## config.mk

```make
export PLATFORM = sky130hd
export DESIGN_NAME = adc_event_irq_ctrl
export DESIGN_NICKNAME = d
export VERILOG_FILES = /design/src/rtl/adc_event_irq_ctrl.sv
export SDC_FILE = /design/constraint.sdc
export NUM_CORES = 1
export LEC_CHECK = 0
export BUFFER_PORTS_ARGS = -buffer_cell sky130_fd_sc_hd__buf_2
export CAP_MARGIN = 0
export CORE_MARGIN = 2
export CORE_UTILIZATION = 50
export DETAILED_ROUTE_END_ITERATION = 12
export GPL_ROUTABILITY_DRIVEN = 1
export GPL_TIMING_DRIVEN = 0
export PLACE_DENSITY = 0.78
export SYNTH_ARGS = -nofsm -noshare
export SYNTH_HDL_FRONTEND = slang
export SYNTH_SLANG_ARGS = --single-unit
```

## constraint.sdc

```tcl
create_clock -name clk -period 2.3 [get_ports clk]
set_input_delay 0.23 -clock clk [delete_from_list [all_inputs] [get_ports clk]]
set_output_delay 0.23 -clock clk [all_outputs]
set_load 0.05 [all_outputs]
```

## src/rtl/adc_event_irq_ctrl.sv

```systemverilog
module adc_event_irq_ctrl #(
  parameter int NCH = 8,
  parameter int NWD = 4,
  parameter int DW  = 32,
  parameter int AW  = 4
) (
  input  logic                   clk,
  input  logic                   rst_n,
  input  logic [NCH-1:0]         ch_done,
  input  logic                   chain_done,
  input  logic                   inj_done,
  input  logic                   inj_chain_done,
  input  logic                   ref_fault,
  input  logic [NWD-1:0]         wd_lo,
  input  logic [NWD-1:0]         wd_hi,
  input  logic                   st_done,
  input  logic                   st_algo_done,
  input  logic                   res_rd,
  input  logic [$clog2(NCH)-1:0] res_rd_ch,
  input  logic                   bus_wr,
  input  logic [AW-1:0]          bus_addr,
  input  logic [DW-1:0]          bus_wdata,
  output logic [DW-1:0]          bus_rdata,
  output logic                   irq,
  output logic [NCH-1:0]         dma_req
);
  localparam int GW = 7;
  localparam int WW = 2 * NWD;
  localparam logic [AW-1:0] A_GFLAG = AW'(0), A_GMASK = AW'(1), A_CHPEND = AW'(2),
                            A_CHMASK = AW'(3), A_WDPEND = AW'(4), A_WDMASK = AW'(5),
                            A_DMACTL = AW'(6), A_DMASEL = AW'(7), A_DMAPEND = AW'(8);

  logic [GW-1:0]  gflag, gmask, gset;
  logic [NCH-1:0] chpend, chmask, dma_sel, dma_pend, rd_clr;
  logic [WW-1:0]  wdpend, wdmask, wdset;
  logic           dma_en, dma_cor;
  logic           unused_bits;

  function automatic logic is_wr(input logic wr, input logic [AW-1:0] a, input logic [AW-1:0] t);
    return wr && (a == t);
  endfunction

  assign gset = {st_algo_done, st_done, ref_fault, inj_chain_done, inj_done,
                 chain_done | st_done, (|ch_done) | st_done};

  for (genvar k = 0; k < NWD; k++) begin : g_wd
    assign wdset[2*k]   = wd_lo[k];
    assign wdset[2*k+1] = wd_hi[k];
  end

  assign rd_clr      = (res_rd && dma_cor) ? (NCH'(1) << res_rd_ch) : '0;
  assign dma_req     = dma_pend & {NCH{dma_en}};
  assign unused_bits = ^bus_wdata;

  always_ff @(posedge clk or negedge rst_n) begin
    if (!rst_n) begin
      gflag    <= '0;
      gmask    <= '0;
      chpend   <= '0;
      chmask   <= '0;
      wdpend   <= '0;
      wdmask   <= '0;
      dma_en   <= 1'b0;
      dma_cor  <= 1'b0;
      dma_sel  <= '0;
      dma_pend <= '0;
      irq      <= 1'b0;
    end else begin
      gflag    <= (gflag & ~(is_wr(bus_wr, bus_addr, A_GFLAG) ? bus_wdata[GW-1:0] : '0)) | gset;
      chpend   <= (chpend & ~(is_wr(bus_wr, bus_addr, A_CHPEND) ? bus_wdata[NCH-1:0] : '0)) | ch_done;
      wdpend   <= (wdpend & ~(is_wr(bus_wr, bus_addr, A_WDPEND) ? bus_wdata[WW-1:0] : '0)) | wdset;
      dma_pend <= (dma_pend & ~rd_clr & ~(is_wr(bus_wr, bus_addr, A_DMAPEND) ? bus_wdata[NCH-1:0] : '0))
                  | (ch_done & dma_sel);
      if (is_wr(bus_wr, bus_addr, A_GMASK))  gmask   <= bus_wdata[GW-1:0];
      if (is_wr(bus_wr, bus_addr, A_CHMASK)) chmask  <= bus_wdata[NCH-1:0];
      if (is_wr(bus_wr, bus_addr, A_WDMASK)) wdmask  <= bus_wdata[WW-1:0];
      if (is_wr(bus_wr, bus_addr, A_DMASEL)) dma_sel <= bus_wdata[NCH-1:0];
      if (is_wr(bus_wr, bus_addr, A_DMACTL)) begin
        dma_en  <= bus_wdata[0];
        dma_cor <= bus_wdata[1];
      end
      irq <= (|(gflag & gmask)) | (|(chpend & chmask)) | (|(wdpend & wdmask));
    end
  end

  always_comb begin
    case (bus_addr)
      A_GFLAG:   bus_rdata = DW'(gflag);
      A_GMASK:   bus_rdata = DW'(gmask);
      A_CHPEND:  bus_rdata = DW'(chpend);
      A_CHMASK:  bus_rdata = DW'(chmask);
      A_WDPEND:  bus_rdata = DW'(wdpend);
      A_WDMASK:  bus_rdata = DW'(wdmask);
      A_DMACTL:  bus_rdata = DW'({dma_cor, dma_en});
      A_DMASEL:  bus_rdata = DW'(dma_sel);
      A_DMAPEND: bus_rdata = DW'(dma_pend);
      default:   bus_rdata = '0;
    endcase
  end
endmodule

```

==> metrics.md <==
| Metric | Value |
|---|---|
| Switching part of the total | `about a third` |
| Die X | `around 89 um` |
| FFs w/ async S/R, synth | `100%` |
| Starting Density | `between 50% and 60%` |
| Most area-hungry cell type in the Yosys netlist | `dfrtp_1` |
| Fmax achieved | `between 0.4 and 0.5 GHz` |
| Status | `finished, violations left` |
| DRC | `0` |
| Worst Setup Path Type | `flip-flop to primary output` |
| Syn_area_per_cell | `~11 um2` |
| Core Region | `approximately 7100 um2` |
| R2r setup slk | `a little under 800 ps` |
| Final Hold Viols | `24` |
| Reg2reg end | `irq` |
| DRT Wirelength | `slightly above 10000 um` |
| GR Overflow Total | `0` |
| Most common cell after layout, fill and taps aside | `dfrtp_1` |
| Fillers | `about 630` |
| Vias in the first global route | `around 2.8k` |
| GRT Util Overall | `around a quarter` |
| Maxcap violations | `0` |
| CTS tree | `built` |
| Part of the power in the clock network | `between 20% and 30%` |
| Failing checks | `negative hold slack` |
| IO Count | `around 110` |
| Crit path DAT | `~1900 ps` |
| Top cells by area, synth | `dfrtp_1 (45%), mux2_2 (6.8%), mux2_4 (6.6%), buf_4 (5.2%), nand2_1 (4.7%)` |
| Post-synth EDFFs | `0` |
| DR WL/cell | `19.5 um` |
| Post-synthesis instance area | `roughly 3600 um2` |
| Area delta synth->final | `18.4%` |
| Comb power frac | `27.8%` |
| DR pass1 iterations | `6` |
| Fin util | `roughly 60%` |
| Setup TNS | `0 ps` |
| Initial antenna violation count | `0` |
| Sequential share of the synthesized area | `between 40% and 50%` |
| Vias | `approximately 3.0k` |
| Critical-path maximum fanout | `3` |
| Post-route insts no fill | `slightly above 500` |
| H-tree lvl count | `3` |
| P_int | `~2.3 mW` |
| Worst-skew pair later-pin latency | `between 300 and 400 ps` |
| TritonCTS Buffers | `9` |
| Initial drt markers | `around 280` |
| Max Transition Viols Final | `0` |
| FP Rows | `31` |
| Port Buffers | `52` |
| Register share of total power | `roughly 44%` |
| Worst setup EP type | `primary output` |
| P_leak | `about 1.9 nW` |
| Commonest non-fill, non-tap cells in the layout | `dfrtp_1 (65), buf_2 (58), nand2_1 (45), buf_4 (26), conb_1 (24)` |
| VDD IR max | `0.453 mV` |
| Top FF cell, synth | `dfrtp_1` |
| Worst setup SP type | `flip-flop` |
| Largest net degree at the start of global routing | `between 60 and 70` |
| First-pass GRT wire length | `15200 um` |
| Post_cts resized | `0` |
| Crit path to | `bus_rdata[2]` |
| Hold Buf Count CTS | `0` |
| Post-Syn Instances | `~330` |
| Relative slew margins | `between 40% and 50%` |
| Share of layout cells above drive strength 1 | `a little over a third` |
| Synth top area share | `44.9%` |
| NetSw | `about 1.2 mW` |
| Min Hold Slack | `-24.4 ps` |
| Slew @ Worst Pin | `between 800 and 900 ps` |
| Seq cells post-synth | `65` |
| DIE AREA | `7950 um2` |
| Skew final | `a little over 9 ps` |
| PD cells | `796 nW/um2` |
| RSZ-0062 raised after global routing | `false` |
| Cell variety after synth | `48` |
| Tmin final | `~2100 ps` |
| Critical Path Source | `wdpend[2]` |
| Clock net sink count | `between 60 and 70` |
| # nets final | `between 400 and 500` |
| Synth warn | `0` |
| Routability Congestion | `0.955` |
| Final ANT Viol Nets | `0` |
| Post-CTS Setup Inserts | `0` |
| Die height | `roughly 89 um` |
| Root Driver | `clkbuf_8` |
| Clk buf depth | `2` |
| ANT cells | `0` |
| DP HPWL | `7330 um` |
| Period Utilization, post-route | `roughly 90%` |
| R2R cell count | `4` |
| Min-delay worst type | `primary input to async pin` |
| Worst EP required | `2070 ps` |
| Final Setup Violations | `0` |
| Placed Instances | `between 500 and 600` |
| Clock transition at path regs | `around 70 ps` |
| Worst R2R Start | `chpend[3]` |
| Average vias per placed instance | `~5.8` |
power groups by stage:
stage | registers [mW] | logic [mW] | clock network [mW]
5_1_grt | 1.51 | 1.01 | 1.03
3_3_place_gp | 1.50 | 0.925 | 0
6_report | 1.50 | 0.949 | 0.976
2_1_floorplan | 1.43 | 0.746 | 0
3_5_place_dp | 1.51 | 0.940 | 0
4_1_cts | 1.49 | 0.944 | 0.984
cell type report:
cell class              instances  area [um2]  share of cell area (%)
repair buffers                 52         263                    6.12
clock buffers                  12         155                    3.61
clock inverters                 3        40.0                   0.932
multi-input cells             245        1790                    41.6
flip-flops and latches         65        1630                    37.9
well taps                      99         124                    2.88
plain buffers                  42         299                    6.96
worst max-delay path, stage by stage, from the launching register on:
cell and delay, ps:
dfrtp_1 400, mux4_2 480, nor3b_1 150, a31oi_1 160
o21ai_1 110, buf_2 230
kinds of logic (layout without fill, tap and decap cells):
| logic type | after synthesis | count (layout) | synth area share [%] |
|---|---|---|---|
| AO/OA/AOI/OAI | 76 | 76 | 16.9 |
| buffers and inverters | 42 | 109 | 8.25 |
| flip-flops | 65 | 65 | 44.9 |
| multiplexers | 46 | 46 | 16.0 |
| other | 1 | 24 | 0.103 |
| AND/OR/NAND/NOR | 99 | 99 | 13.8 |
per-stage QoR:
stage / power [mW] / setup slack [ps] / hold slack, ps / cell area (um2)
after detailed placement: 2.45 / 410 / 375 / 4100
after floorplan: 2.18 / 79.7 / -65.6 / 3710
final: 3.42 / 189 / -24.4 / 4290
after global routing: 3.55 / 152 / 54.6 / 4290
after global placement: 2.43 / 416 / 407 / 4100
after CTS: 3.42 / 215 / 2.01 / 4290
state kept, by name (all words and copies together) (netlist names):
register  flops
gmask         7
dma_cor       1
dma_en        1
dma_sel       8
chmask        8
irq           1
gflag         7
wdpend        8
chpend        8
wdmask        8
dma_pend      8
worst min-delay path by stage:
stage / from / to / slack, ps / cells past startpoint
after CTS: rst_n / gflag[3] / 2 / 1
after detailed placement: rst_n / wdpend[3] / 380 / 1
after floorplan: rst_n / chmask[0] / -70 / 0
final: rst_n / gflag[3] / -20 / 1
after global routing: rst_n / wdpend[3] / 50 / 1
after global placement: wd_hi[0] / wdpend[1] / 410 / 2
synth_stat cells (4+ instances only):
cell	n
a21o_1	22
mux2i_1	7
nor2b_1	6
a22oi_1	14
a32o_1	9
buf_2	7
mux2_2	22
a22o_1	8
clkbuf_1	4
nand3b_1	4
dfrtp_1	65
nor2_1	6
nand3_1	7
and2_1	11
nand2_1	45
and3_1	8
buf_4	25
buf_6	5
mux2_4	16
routing by layer:
metal  global-route usage (%)  part of all wire (%)
met1                     36.5                    40
met2                     40.1                    46
met3                     5.26                    10
met4                     14.0                   4.5
met5                        0                     0
(Power assumes the default switching activity.)
